### src/rtl/wipe_pkg.sv
package wipe_pkg;
  localparam logic [7:0] CMD_SETUP   = 8'h30;
  localparam logic [7:0] CMD_CONFIRM = 8'hD0;
  localparam int SB_READY  = 7;
  localparam int SB_ERASE  = 5;
  localparam int SB_SEQ    = 4;
  localparam int SB_SUPPLY = 3;
  localparam int SB_LOCK   = 1;
endpackage

### src/rtl/wipe_cmd_gate.sv
module wipe_cmd_gate
  import wipe_pkg::*;
(
  input  logic       clk,
  input  logic       rst_n,
  input  logic       cmd_valid,
  input  logic [7:0] cmd_data,
  input  logic       busy,
  output logic       go,
  output logic       seq_err
);
  logic armed;
  logic take;

  assign take    = cmd_valid && !busy;
  assign go      = take && armed && (cmd_data == CMD_CONFIRM);
  assign seq_err = take && armed && (cmd_data != CMD_CONFIRM);

  always_ff @(posedge clk or negedge rst_n) begin
    if (!rst_n)      armed <= 1'b0;
    else if (busy)   armed <= 1'b0;
    else if (take)   armed <= !armed && (cmd_data == CMD_SETUP);
  end

  // Any accepted second write consumes the setup
  assert_disarm_R2: assert property (@(posedge clk) disable iff (!rst_n)
    (armed && take) |=> !armed);
  // Writes during a run never arm the gate
  assert_busy_ignores_R11: assert property (@(posedge clk) disable iff (!rst_n)
    busy |=> !armed);
endmodule

### src/rtl/wipe_eligibility.sv
module wipe_eligibility #(
  parameter int               N_BLK     = 8,
  parameter logic [N_BLK-1:0] BOOT_MASK = '0
) (
  input  logic [N_BLK-1:0] lock_bits,
  input  logic             wp_n,
  output logic [N_BLK-1:0] elig
);
  for (genvar i = 0; i < N_BLK; i++) begin : g_blk
    if (BOOT_MASK[i]) begin : g_boot
      assign elig[i] = !lock_bits[i] && wp_n;
    end else begin : g_plain
      assign elig[i] = !lock_bits[i];
    end
  end
endmodule

### src/rtl/wipe_walker.sv
module wipe_walker #(
  parameter int N_BLK = 8,
  localparam int BW = (N_BLK > 1) ? $clog2(N_BLK) : 1,
  localparam int IW = $clog2(N_BLK + 1)
) (
  input  logic             clk,
  input  logic             rst_n,
  input  logic             launch,
  input  logic [N_BLK-1:0] mask_in,
  input  logic             er_ack,
  input  logic             er_fail,
  input  logic             suspend_req,
  output logic             running,
  output logic             er_req,
  output logic [BW-1:0]    er_blk,
  output logic             start_pulse,
  output logic             done,
  output logic             fail_hit
);
  logic [N_BLK-1:0] mask_q;
  logic [IW-1:0]    idx;
  logic [IW-1:0]    nxt;
  logic             pass_hit;

  // Lowest set bit of m at or above 'from'; N_BLK when none is left
  function automatic logic [IW-1:0] next_blk(input logic [N_BLK-1:0] m,
                                             input logic [IW-1:0]    from);
    next_blk = IW'(N_BLK);
    for (int i = N_BLK - 1; i >= 0; i--)
      if (m[i] && (IW'(i) >= from)) next_blk = IW'(i);
  endfunction

  assign er_req   = running;
  assign er_blk   = idx[BW-1:0];
  assign fail_hit = running && er_ack && er_fail;
  assign pass_hit = running && er_ack && !er_fail;
  assign nxt      = next_blk(mask_q, idx + IW'(1));

  always_ff @(posedge clk or negedge rst_n) begin
    if (!rst_n) begin
      running     <= 1'b0;
      idx         <= '0;
      mask_q      <= '0;
      start_pulse <= 1'b0;
      done        <= 1'b0;
    end else begin
      start_pulse <= 1'b0;
      done        <= 1'b0;
      if (launch && !running) begin
        running     <= 1'b1;
        mask_q      <= mask_in;
        idx         <= next_blk(mask_in, '0);
        start_pulse <= 1'b1;
      end else if (fail_hit) begin
        running <= 1'b0;
        done    <= 1'b1;
      end else if (pass_hit) begin
        if (nxt == IW'(N_BLK)) begin
          running <= 1'b0;
          done    <= 1'b1;
        end else begin
          idx <= nxt;
        end
      end
    end
  end

  assert_only_eligible_R4: assert property (@(posedge clk) disable iff (!rst_n)
    er_req |-> mask_q[er_blk]);
  assert_rising_order_R3: assert property (@(posedge clk) disable iff (!rst_n)
    (er_req && $past(er_req && er_ack && !er_fail)) |-> (er_blk > $past(er_blk)));
  assert_stop_on_fail_R5: assert property (@(posedge clk) disable iff (!rst_n)
    (er_req && er_ack && er_fail) |=> (!er_req && done));
  assert_suspend_ignored_R9: assert property (@(posedge clk) disable iff (!rst_n)
    (er_req && !er_ack && suspend_req) |=> (er_req && $stable(er_blk)));
  assert_done_ends_run_R8: assert property (@(posedge clk) disable iff (!rst_n)
    done |-> (!running && $past(running)));
endmodule

### src/rtl/array_wipe_seq.sv
module array_wipe_seq
  import wipe_pkg::*;
#(
  parameter int               N_BLK     = 8,
  parameter logic [N_BLK-1:0] BOOT_MASK = N_BLK'(3),
  localparam int BW = (N_BLK > 1) ? $clog2(N_BLK) : 1
) (
  input  logic             clk,
  input  logic             rst_n,
  input  logic             cmd_valid,
  input  logic [7:0]       cmd_data,
  input  logic             supply_ok,
  input  logic             wp_n,
  input  logic [N_BLK-1:0] lock_bits,
  input  logic             suspend_req,
  output logic             er_req,
  output logic [BW-1:0]    er_blk,
  input  logic             er_ack,
  input  logic             er_fail,
  output logic             ready_busy_n,
  output logic             start_pulse,
  output logic             done,
  output logic [7:0]       status
);
  logic             go, seq_err, running, fail_hit;
  logic [N_BLK-1:0] elig;
  logic             none_elig, sup_err, lock_err, launch;
  logic             e_erase, e_seq, e_sup, e_lock;

  wipe_cmd_gate u_gate (
    .clk(clk), .rst_n(rst_n), .cmd_valid(cmd_valid), .cmd_data(cmd_data),
    .busy(running), .go(go), .seq_err(seq_err)
  );

  wipe_eligibility #(.N_BLK(N_BLK), .BOOT_MASK(BOOT_MASK)) u_elig (
    .lock_bits(lock_bits), .wp_n(wp_n), .elig(elig)
  );

  assign none_elig = (elig == '0);
  assign sup_err   = go && !supply_ok;
  assign lock_err  = go && supply_ok && none_elig;
  assign launch    = go && supply_ok && !none_elig;

  wipe_walker #(.N_BLK(N_BLK)) u_walk (
    .clk(clk), .rst_n(rst_n), .launch(launch), .mask_in(elig),
    .er_ack(er_ack), .er_fail(er_fail), .suspend_req(suspend_req),
    .running(running), .er_req(er_req), .er_blk(er_blk),
    .start_pulse(start_pulse), .done(done), .fail_hit(fail_hit)
  );

  always_ff @(posedge clk or negedge rst_n) begin
    if (!rst_n) begin
      e_erase <= 1'b0;
      e_seq   <= 1'b0;
      e_sup   <= 1'b0;
      e_lock  <= 1'b0;
    end else begin
      if (fail_hit || sup_err || lock_err || seq_err) e_erase <= 1'b1;
      if (seq_err)  e_seq  <= 1'b1;
      if (sup_err)  e_sup  <= 1'b1;
      if (lock_err) e_lock <= 1'b1;
    end
  end

  always_comb begin
    status            = '0;
    status[SB_READY]  = !running;
    status[SB_ERASE]  = e_erase;
    status[SB_SEQ]    = e_seq;
    status[SB_SUPPLY] = e_sup;
    status[SB_LOCK]   = e_lock;
  end
  assign ready_busy_n = !running;

  assert_low_supply_R7: assert property (@(posedge clk) disable iff (!rst_n)
    (go && !supply_ok) |=> (!er_req && status[SB_SUPPLY] && status[SB_ERASE]));
  assert_all_locked_R6: assert property (@(posedge clk) disable iff (!rst_n)
    (go && supply_ok && none_elig) |=> (!er_req && status[SB_LOCK] && status[SB_ERASE]));
  assert_bad_confirm_R2: assert property (@(posedge clk) disable iff (!rst_n)
    seq_err |=> (!start_pulse && ready_busy_n && status[SB_SEQ]));
  assert_sticky_errors_R12: assert property (@(posedge clk) disable iff (!rst_n)
    $past(status[SB_ERASE]) |-> status[SB_ERASE]);
  assert_start_busy_R1: assert property (@(posedge clk) disable iff (!rst_n)
    start_pulse |-> (!ready_busy_n && er_req));
endmodule

### config.mk
export PLATFORM = sky130hd
export DESIGN_NAME = array_wipe_seq
export DESIGN_NICKNAME = d
export VERILOG_FILES = /design/src/rtl/wipe_pkg.sv /design/src/rtl/wipe_cmd_gate.sv /design/src/rtl/wipe_eligibility.sv /design/src/rtl/wipe_walker.sv /design/src/rtl/array_wipe_seq.sv
export SDC_FILE = /design/constraint.sdc
export NUM_CORES = 1
export LEC_CHECK = 0
export BUFFER_PORTS_ARGS = -buffer_cell sky130_fd_sc_hd__buf_4
export CAP_MARGIN = 10
export CORE_ASPECT_RATIO = 1.4
export CORE_UTILIZATION = 42
export CTS_CLUSTER_SIZE = 20
export DETAILED_ROUTE_END_ITERATION = 16
export GPL_TIMING_DRIVEN = 0
export PLACE_DENSITY_LB_ADDON = 0.12
export REMOVE_ABC_BUFFERS = 1
export SLEW_MARGIN = 20
export SYNTH_ARGS = -nofsm -noshare
export SYNTH_HDL_FRONTEND = slang
export SYNTH_SLANG_ARGS = --single-unit
### constraint.sdc
create_clock -name clk -period 2.4 [get_ports clk]
set_clock_uncertainty 0.05 [all_clocks]
set_input_delay 0.36 -clock clk [delete_from_list [all_inputs] [get_ports clk]]
set_output_delay 0.36 -clock clk [all_outputs]
set_load 0.01 [all_outputs]
==> results of run 1 <==
critical path, delay by kind of cell:
family / cells / cell delay, ps
buf+inv: 1 / 110
compound gates: 1 / 180
simple gates: 4 / 1820
stage by stage:
step	util	hold slack (ps)	std cells	setup TNS (ps)	total power, µW
finish	0.5605	253.1	221	0	668.5
global route	0.5605	242.1	221	0	700.7
CTS	0.5489	247.8	217	0	677.2
detailed placement	0.5265	208.8	212	-523.4	417.8
global placement	0.5265	201.6	212	-512.4	415.6
floorplan	-	14.41	141	0	367.2
cells in the final DEF (no fill, tap or decap), drive strengths merged, types with 2 or more instances in the layout:
cell    synthesis  layout
a21o            2       2
conb            1       3
a21oi           8       8
nor2            7       7
o22ai           2       2
nor3            4       4
o21ai          14      14
xnor2           2       2
clkbuf          3       4
or3             2       3
o211ai          2       2
nand2          20      20
a21boi          4       4
inv             8       8
nand3           2       2
nor3b           3       3
nand2b          6       6
ha              5       5
dfrtp          20      20
a31oi           4       4
a211o           3       3
nor4            2       2
buf            11      37
what timing repair did:
action | in CTS | in global routing
hold buffers | 1 | 0
endpoints found under the setup margin | 0 | 4
hold endpoints to repair | 20 | 0
resized for setup | 0 | 4
setup buffers | 0 | 3
registers in the layout, summed over array words and instances (netlist names):
name                count
u_gate.armed            1
e_sup                   1
u_walk.er_req           1
e_erase                 1
e_lock                  1
u_walk.idx              4
u_walk.start_pulse      1
u_walk.mask_q           8
u_walk.done             1
e_seq                   1
report_power, final:
| part | total [µW] | switching (µW) | internal, µW |
|---|---|---|---|
| clock network | 257 | 111 | 146 |
| logic | 69.8 | 32.7 | 37.1 |
| registers | 342 | 1.94 | 340 |
| total | 669 | 145 | 523 |
logic make-up (layout without fill, tap and decap cells):
logic type / Yosys count / after routing / synth area share
AOI/OAI and AO/OA: 46 / 46 / 0.2255
xor gates and xnor gates: 3 / 3 / 0.01998
adders and majority gates: 5 / 5 / 0.04757
buffers and inverters: 22 / 50 / 0.09420
DFF: 20 / 20 / 0.3806
other: 1 / 3 / 0.002852
and+or+nand+nor: 56 / 57 / 0.2293
layer usage:
metal	vias up	global-route usage	share of wire
met4	0	0.06618	0.0062
met5	-	0	0
met1	579	0.2055	0.42
li1	595	-	-
met2	25	0.3853	0.55
met3	2	0.02000	0.023
final timing paths:
| path | start | endpoint | depth (start not counted) |
|---|---|---|---|
| setup / recovery | cmd_data[1] | u_walk.idx[1] | 6 |
| hold / removal | supply_ok | e_sup | 2 |
| setup reg to reg | u_walk.idx[0] | u_walk.idx[2] | 7 |
| hold reg to reg | e_seq | e_seq | 1 |
| max in group asynchronous | rst_n | u_walk.idx[1] | 2 |
| min in group asynchronous | rst_n | u_walk.mask_q[7] | 2 |
layout make-up:
cell class | instances | area share
clock buffers | 4 | 0.03379
well taps | 37 | 0.02842
inverters | 8 | 0.01843
flip-flops and latches | 20 | 0.3080
repair buffers | 38 | 0.1767
multi-input cells | 114 | 0.4347
==> results_dict.tcl, run 1 <==
set metrics [dict create \
    placed_area_um2 1530 \
    syn_to_final_growth_pct 23.88 \
    synth.ff_latch_count 20 \
    hold_path.class "in2reg" \
    synthArstFlopShare 1.000 \
    final_hold_viol_count 0 \
    reg2reg_slack_ps 110 \
    path_class "in2reg" \
    place_congestion 0.8051 \
    nets 214 \
    antenna_found_initial 0 \
    grt_overflow 0 \
    power_density_nw_per_um2 410.4 \
    fmax_mhz 424.2 \
    multi_input_area_um2 708.2 \
    ctsLongestPathBuffers 2 \
    cts_made_buffers 3 \
    slew_headroom 0.5737 \
    cp.required_ps 2530 \
    crit_path_top_delay_cell "or4b_1" \
    viasPerCell 5.434 \
    final_max_slew_viol_count 0 \
    ys.flop_type "dfrtp_1" \
    grt_pass1_wl_mm 4.892 \
    max_stage_delay_ps 500 \
    diodes 0 \
    cts_tree "built" \
    seq_area_um2 501.7 \
    critical_path.cell_chain "buf_4 > or4b_1 > or4_4 > or3_4 > or3_1 > a31oi_1" \
    grt_start_max_net_pins 23 \
    syn_inst 153 \
    routed_wl_mm 3.080 \
    netlist.area_leader.share 0.3806 \
    wl_per_cell_um 13.94 \
    io-pin-count 39 \
    endpoint_kind "flop" \
    arrival_ps 2480 \
    place_ws_ps -211.4 \
    ir_drop_v 0.0002598 \
    fin_crit_sh 0.9823 \
    root_buffer "clkbuf_8" \
    clk_pin_slew_ps 80 \
    cts.sinks 20 \
    initial_core_util 0.4524 \
    layout-drive-gt1-share 0.2717 \
    drtAntennaViolNets 0 \
    grt_pass1_vias 1118 \
    tightestPinTransition_ps 634.6 \
    p_leak_uw 0.0007390 \
    synthDistinctLibCells 42 \
    fp-row-count 23 \
    clk_latency_ps 250 \
    max_cap_viol_count 0 \
    synthTopCellsByCount "dfrtp_1, nand2_1, o21ai_0" \
    firstDrtPassIters 4 \
    synth_warnings 0 \
    die_h_um 68.21 \
    core_area_um2 2907 \
    postLayoutCellArea_um2 1629 \
    setup_violations 0 \
    route.detailed.drc 0 \
    dieWidth_um 49.29 \
    status "finished, final reports clean" \
    grt_usage 0.1918 \
    synth_area_per_cell_um2 8.595 \
    syn-cell-area_um2 1315 \
    via_count 1201 \
    h-tree-depth 1 \
    crit_fanout 9 \
    startpoint_type "input pin" \
    synthTopCellsByArea "dfrtp_1, buf_4, nand2_1" \
    synth_edf_count 0 \
    final.setup.worst_slack_ps 42.55 \
    seq_area_frac_synth 0.3806 \
    portBuffers 34 \
    fillers 277 \
    fin_crit_ps 2357 \
    dp_hpwl_mm 2.334 \
    die_area_um2 3362 \
    synth_top_cell_by_area "dfrtp_1" \
    grt_setup_unrepaired "no" \
    drtIter0Drc 24 \
]
No activity file was read; power rests on OpenSTA's default activity.
==> run 2, diff against run 1 <==
--- a/config.mk
+++ b/config.mk
@@ -7,2 +7,3 @@
 export LEC_CHECK = 0
+export ABC_AREA = 1
 export BUFFER_PORTS_ARGS = -buffer_cell sky130_fd_sc_hd__buf_4
==> constraint.sdc (replaced) <==
create_clock -name clk -period 2.4 [get_ports clk]
set_clock_uncertainty 0.05 [all_clocks]
set_input_delay 0.48 -clock clk [delete_from_list [all_inputs] [get_ports clk]]
set_output_delay 0.48 -clock clk [all_outputs]
set_load 0.01 [all_outputs]
==> run 2 against run 1 <==
Net effect: final cell count up 9.0%; clock-buffer cell count unchanged; synthesized cell count up 16%; highest routed layer unchanged; first-iteration DRC count up 50%; critical endpoint is now u_walk.idx[2]; sequential power up 1%; global-route usage down 0.33 points.
==> results_dict.tcl, run 2 <==
set metrics [dict create \
    status "finished, final reports clean" \
    grt_start_max_net_pins 24 \
    startpoint "u_walk.idx[1]" \
    syn_to_final_growth_pct 20.21 \
    final_common_cell "nand2_1" \
    path_class "reg2reg" \
    clk_pin_slew_ps 80 \
    cts.sinks 20 \
    largest-register "u_walk.mask_q" \
    max_stage_delay_ps 520 \
    seqPwrFrac 0.499 \
    synth_compound_area_frac 0.06704 \
    arrival_ps 2190 \
    max_cap_viol_count 0 \
    p_int_uw 531.7 \
    grt_usage 0.1885 \
    drtAntennaViolNets 0 \
    synth_top_cell_by_area "dfrtp_1" \
    synthTopCellsByCount "nand2_1, dfrtp_1, inv_1" \
    synth.most_common_cell "nand2_1" \
    hold_path.class "in2async" \
    die_area_um2 3387 \
    place_ws_ps -32.32 \
    cts_made_buffers 3 \
    seq_area_frac_synth 0.3777 \
    ctsLongestPathBuffers 2 \
    fin_crit_sh 0.8679 \
    antenna_found_initial 0 \
    final_hold_viol_count 0 \
    synth.ff_latch_count 20 \
    root_buffer "clkbuf_8" \
    synthMuxAreaShare 0 \
    dieWidth_um 49.47 \
    path_depth 12 \
    pwr-share-comb 0.120 \
    p_leak_uw 0.0008993 \
    clkPwrFrac 0.381 \
    reg2reg_slack_ps 320 \
    synth-simple-area-share 0.3711 \
    wl_per_cell_um 12.15 \
    whs_ps 28.36 \
    endpoint "u_walk.idx[2]" \
    viasPerCell 5.046 \
    via_count 1216 \
    synth_edf_count 0 \
    syn_inst 177 \
    multi_input_area_um2 656.9 \
    r2r-end "u_walk.idx[2]" \
    startpoint_type "flop" \
    seq_area_um2 500.5 \
    synthAdderAreaFrac 0.04721 \
    die_h_um 68.46 \
    p_sw_uw 163.5 \
    synthTopCellsByArea "dfrtp_1, nand2_1, buf_4" \
    fp-row-count 23 \
    clk_latency_ps 270 \
    grt_setup_unrepaired "no" \
    firstDrtPassIters 4 \
    dp_hpwl_mm 2.234 \
    cpLargestDelayFamily "simple AND/OR/NAND/NOR gates" \
    diodes 0 \
    synthDistinctLibCells 27 \
    crit_path_top_delay_cell "dfrtp_1" \
    synthArstFlopShare 1.000 \
    grt_pass1_wl_mm 4.747 \
    postLayoutCellArea_um2 1593 \
    worstRegToRegCells 12 \
    routed_wl_mm 2.927 \
    synthXorXnorAreaFrac 0 \
    initial_core_util 0.4514 \
    core_area_um2 2935 \
    grt_pass1_vias 1130 \
    placed_cells 237 \
    path_common_cell "nand2_1" \
    nets 234 \
    swShare 0.2352 \
    placed_area_um2 1535 \
    crit_buf_inv 2 \
    cts_tree "built" \
    cp.required_ps 2510 \
    ir_drop_v 0.0003048 \
    fin_crit_ps 2083 \
    synth_top_family_by_area "simple AND/OR/NAND/NOR gates" \
    reg_top3 "u_walk.mask_q (8), u_walk.idx (4)" \
    critical_path.cell_chain "inv_1 > ha_1 > nor2_1 > nand3_1 > nand2_1 > inv_1 > o21ai_1 > nand2_1 > nand3_1 > o21ai_0 > nand2_1 > nand2_1" \
    synth_area_per_cell_um2 7.486 \
    h-tree-depth 1 \
    netlist.area_leader.share 0.3777 \
    route.detailed.drc 0 \
    setup_violations 0 \
    crit_fanout 8 \
    layout-drive-gt1-share 0.2598 \
    mostFrequentLayoutCells "nand2_1, buf_4, inv_1, dfrtp_1, nor2_1" \
    stdcell_count 241 \
    drtIter0Drc 36 \
    final_max_slew_viol_count 0 \
    syn-cell-area_um2 1325 \
    endpoint_kind "flop" \
    place_congestion 0.8517 \
    final.setup.worst_slack_ps 317.1 \
    fillers 303 \
    synth_warnings 0 \
    portBuffers 34 \
    io-pin-count 39 \
    timing.rr.start "u_walk.idx[1]" \
    largest_register_ffs 8 \
    ys.flop_type "dfrtp_1" \
    finalPower_uw 695.2 \
    grt_overflow 0 \
    fmax_mhz 480.1 \
    power_density_nw_per_um2 436.5 \
    cts_hold_buf 0 \
]
run 2: changes by cell type in the layout (fill, tap and decap cells not counted), moves of 4 or more:
cell | before | now
a31oi_1 | 4 | 0
nand2_1 | 20 | 47
nand2_4 | 0 | 4
nand3_1 | 2 | 15
a21boi_0 | 4 | 0
inv_1 | 8 | 20
nand2b_1 | 6 | 0
a21oi_1 | 8 | 2
nor2_1 | 7 | 18
run 2: worst reg2reg max path, stage by stage, from the launching register on:
cell	delay, ps
dfrtp_1	520
inv_1	120
ha_1	210
nor2_1	100
nand3_1	70
nand2_1	90
inv_1	50
o21ai_1	320
nand2_1	100
nand3_1	80
o21ai_0	120
nand2_1	110
nand2_1	50
run 2: cell families (layout without fill, tap and decap cells):
kind of cell,after synthesis,in the layout
AND/OR/NAND/NOR,101,101
buffers and inverters,34,59
flip-flops,20,20
AO/OA/AOI/OAI,16,16
adder cells (fa/ha/maj),5,5
other,1,3
run 2: area by class of cell:
class / instances / share of cell area
inverter: 21 / 0.04949
sequential: 20 / 0.3142
multi-input combinational: 125 / 0.4124
tap: 37 / 0.02907
clock buffer: 4 / 0.03456
timing repair buffer: 34 / 0.1603
run 2: metal layers:
layer | share of wire | global-route usage | vias up
met1 | 0.39 | 0.2008 | 564
met3 | 0.046 | 0.02222 | 7
met4 | 0.023 | 0.1000 | 0
met5 | 0 | 0 | -
li1 | - | - | 599
met2 | 0.54 | 0.3630 | 46
run 2: how the worst min path moves through the flow:
stage | from | end | slack (ps)
6_report | rst_n | u_walk.er_req | 30
5_1_grt | rst_n | u_walk.er_req | 50
4_1_cts | rst_n | u_walk.mask_q[3] | 40
3_5_place_dp | rst_n | u_walk.idx[2] | 330
3_3_place_gp | rst_n | u_walk.idx[3] | 330
2_1_floorplan | rst_n | e_erase | 130
run 2: power groups by stage:
stage	sequential (µW)	clock [µW]	combinational, µW
6_report	347	265	83.4
5_1_grt	348	279	93.6
4_1_cts	347	264	84.6
3_5_place_dp	354	0	84.4
3_3_place_gp	353	0	82.5
2_1_floorplan	356	0	25.1
run 2: repair_timing:
item,4_1_cts,5_1_grt
endpoints found under the setup margin,0,1
resized for setup,0,1
setup buffers,0,0
run 2: stage by stage:
step / util / TNS (ps)
detailed placement: 0.5230 / -32.32
CTS: 0.5418 / 0
floorplan: - / 0
finish: 0.5426 / 0
global route: 0.5426 / 0
global placement: 0.5230 / 0
==> run 3, diff against run 2 <==
CTS_BUF_LIST = sky130_fd_sc_hd__clkbuf_8   (was default)
SYNTH_HIERARCHICAL = 1   (was default)
clock period = 2 ns   (was 2.4 ns; I/O delays follow)
==> run 3 against run 2 <==
Net effect: the flow now finishes with violations (setup timing); core utilization grew 4.0 points; via count increased by 6.4%; clock power rose by 52%; sequential power increased by 18%; global-route usage is 0.94 points higher; clock-buffer cell count decreased by 1; largest cell class unchanged; highest routed layer unchanged.
==> results_dict.tcl, run 3 <==
set metrics [dict create \
    synth_top_cell_by_area "dfrtp_1" \
    root_buffer "clkbuf_8" \
    clk_pin_slew_ps 80 \
    setup_violations 2 \
    largest-register "u_walk/mask_q" \
    synthDistinctLibCells 27 \
    firstDrtPassIters 4 \
    cts_tree "built" \
    core_area_um2 3123 \
    dp_hpwl_mm 2.252 \
    via_count 1294 \
    routed_wl_mm 2.999 \
    status "finished with violations" \
    cp.required_ps 2140 \
    synthTopCellsByCount "nand2_1, inv_1, nor2_1" \
    r2r-end "u_walk/idx[3]" \
    dieWidth_um 50.51 \
    grt_usage 0.1979 \
    path_class "reg2reg" \
    reg_top3 "u_walk/mask_q (8), u_walk/idx (4)" \
    nets 273 \
    power_density_nw_per_um2 497.9 \
    syn_to_final_growth_pct 31.46 \
    synth.most_common_cell "nand2_1" \
    layout-drive-gt1-share 0.3238 \
    grt_pass1_wl_mm 5.382 \
    cts_made_buffers 3 \
    viasPerCell 4.572 \
    ir_drop_v 0.0003730 \
    startpoint "u_walk/er_req" \
    whs_ps 345.5 \
    final_hold_viol_count 0 \
    synth_warnings 6 \
    hold_start "cmd_valid" \
    netlist.area_leader.share 0.3617 \
    mostFrequentLayoutCells "nand2_1, buf_4, inv_1, nor2_1, dfrtp_1" \
    stdcell_count 283 \
    final_common_cell "nand2_1" \
    die_h_um 69.92 \
    seq_area_frac_synth 0.3617 \
    syn_inst 205 \
    reg2reg_slack_ps -30 \
    grt_setup_unrepaired "yes" \
    holdPathEnd "u_gate/armed" \
    grt_pass1_vias 1302 \
    largest_register_ffs 8 \
    arrival_ps 2180 \
    cts.sinks 20 \
    drtAntennaViolNets 0 \
    wl_per_cell_um 10.60 \
    fmax_mhz 491.5 \
    ys.flop_type "dfrtp_1" \
    synth.ff_latch_count 20 \
    worstRegToRegCells 13 \
    clk_latency_ps 260 \
    final_max_slew_viol_count 0 \
    antenna_found_initial 0 \
    place_congestion 0.8046 \
    timing.rr.start "u_walk/er_req" \
    synthTopCellsByArea "dfrtp_1, nand2_1, inv_1" \
    placed_cells 267 \
    p_leak_uw 0.001036 \
    drtIter0Drc 28 \
    fin_crit_sh 1.017 \
    synth_edf_count 0 \
    max_cap_viol_count 0 \
    fp-row-count 24 \
    grt_start_max_net_pins 21 \
    portBuffers 34 \
    synthArstFlopShare 1.000 \
    syn-cell-area_um2 1384 \
    initial_core_util 0.4431 \
    fin_crit_ps 2035 \
    ctsLongestPathBuffers 2 \
    crit_fanout 3 \
    failed_checks "setup timing" \
    die_area_um2 3531 \
    final.setup.worst_slack_ps -34.54 \
    h-tree-depth 1 \
    whs_path_depth 4 \
    synth_area_per_cell_um2 6.750 \
    hold_path.class "in2reg" \
    route.detailed.drc 0 \
    startpoint_type "flop" \
    endpoint_kind "flop" \
    grt_overflow 0 \
    io-pin-count 39 \
    diodes 0 \
]
[run 3: changes by cell type in the layout (fill, tap and decap cells not counted), sizes merged, moves of 2 or more]
cell / before / now
buf: 34 / 45
nand3: 18 / 8
o21ai: 11 / 15
inv: 21 / 40
nand2: 54 / 60
nor4: 2 / 0
o22ai: 0 / 2
a21oi: 2 / 4
nor2: 19 / 26
[run 3: cells by family after synthesis]
| family | Yosys count | share of synthesized area |
|---|---|---|
| AO/OA/AOI/OAI | 23 | 0.09222 |
| adder cells (fa/ha/maj) | 4 | 0.03617 |
| flip-flops | 20 | 0.3617 |
| other | 1 | 0.002710 |
| buffers and inverters | 53 | 0.1781 |
| AND/OR/NAND/NOR | 104 | 0.3291 |
[run 3: cell type report]
cell class,count,area (µm²)
Fill cell,321,1304
Multi-Input combinational cell,134,691.9
Sequential cell,20,504.2
Timing Repair Buffer,46,347.8
Inverter,40,155.1
Tap cell,39,48.80
Clock buffer,3,41.29
Clock inverter,1,30.03
[run 3: worst max-delay path by stage]
stage / depth (start not counted) / endpoint / slack [ps]
floorplan: 16 / u_walk/idx[2] / -80
finish: 13 / u_walk/idx[3] / -30
global route: 14 / u_walk/idx[2] / -240
global placement: 17 / u_walk/idx[2] / -540
CTS: 17 / u_walk/idx[2] / -50
detailed placement: 17 / u_walk/idx[2] / -540
[run 3: timing repair]
action / 4_1_cts / 5_1_grt
gates resized for setup: 8 / 11
endpoints found under the setup margin: 4 / 6
hold endpoints to repair: 20 / 0
pin swaps: 7 / 8
setup buffers: 6 / 5
hold buffers: 1 / 0
[run 3: power by group]
part | switching [µW] | internal [µW] | leakage (µW) | total [µW]
Sequential | 1.92 | 408 | 0.000253 | 410
Combinational | 46.7 | 46.0 | 0.000747 | 92.7
Clock | 136 | 267 | 0.0000357 | 403
[run 3: worst max-delay path, cell delays in order (launching register included)]
cell and delay (ps):
dfrtp_2 430, inv_2 60, nand3_2 70, nor2_2 120
nand2_1 80, nor2_1 110, inv_1 70, nor2_4 140
inv_6 50, nor2_4 120, nand2_2 60, or3_4 340
buf_4 140, o22ai_2 120
[run 3: through the flow]
| stage | util | setup slack (ps) | power [µW] | instance area [µm²] | TNS, ps |
|---|---|---|---|---|---|
| 6_report | 0.5825 | -34.54 | 905.9 | 1819 | -67.51 |
| 2_1_floorplan | - | -82.79 | 452.9 | 1297 | -82.79 |
| 4_1_cts | 0.5605 | -45.16 | 917.5 | 1750 | -45.16 |
| 3_3_place_gp | 0.5128 | -535.6 | 506.1 | 1602 | -1393 |
| 3_5_place_dp | 0.5128 | -540.0 | 506.8 | 1602 | -1442 |
| 5_1_grt | 0.5825 | -235.4 | 938.8 | 1819 | -651.9 |
[run 3: layer usage]
layer,vias to the layer above,wire (µm),global-route usage
met2,21,1660,0.3852
met3,4,64,0.01961
met5,-,0,0
met4,0,37,0.06481
li1,687,-,-
met1,582,1237,0.2123
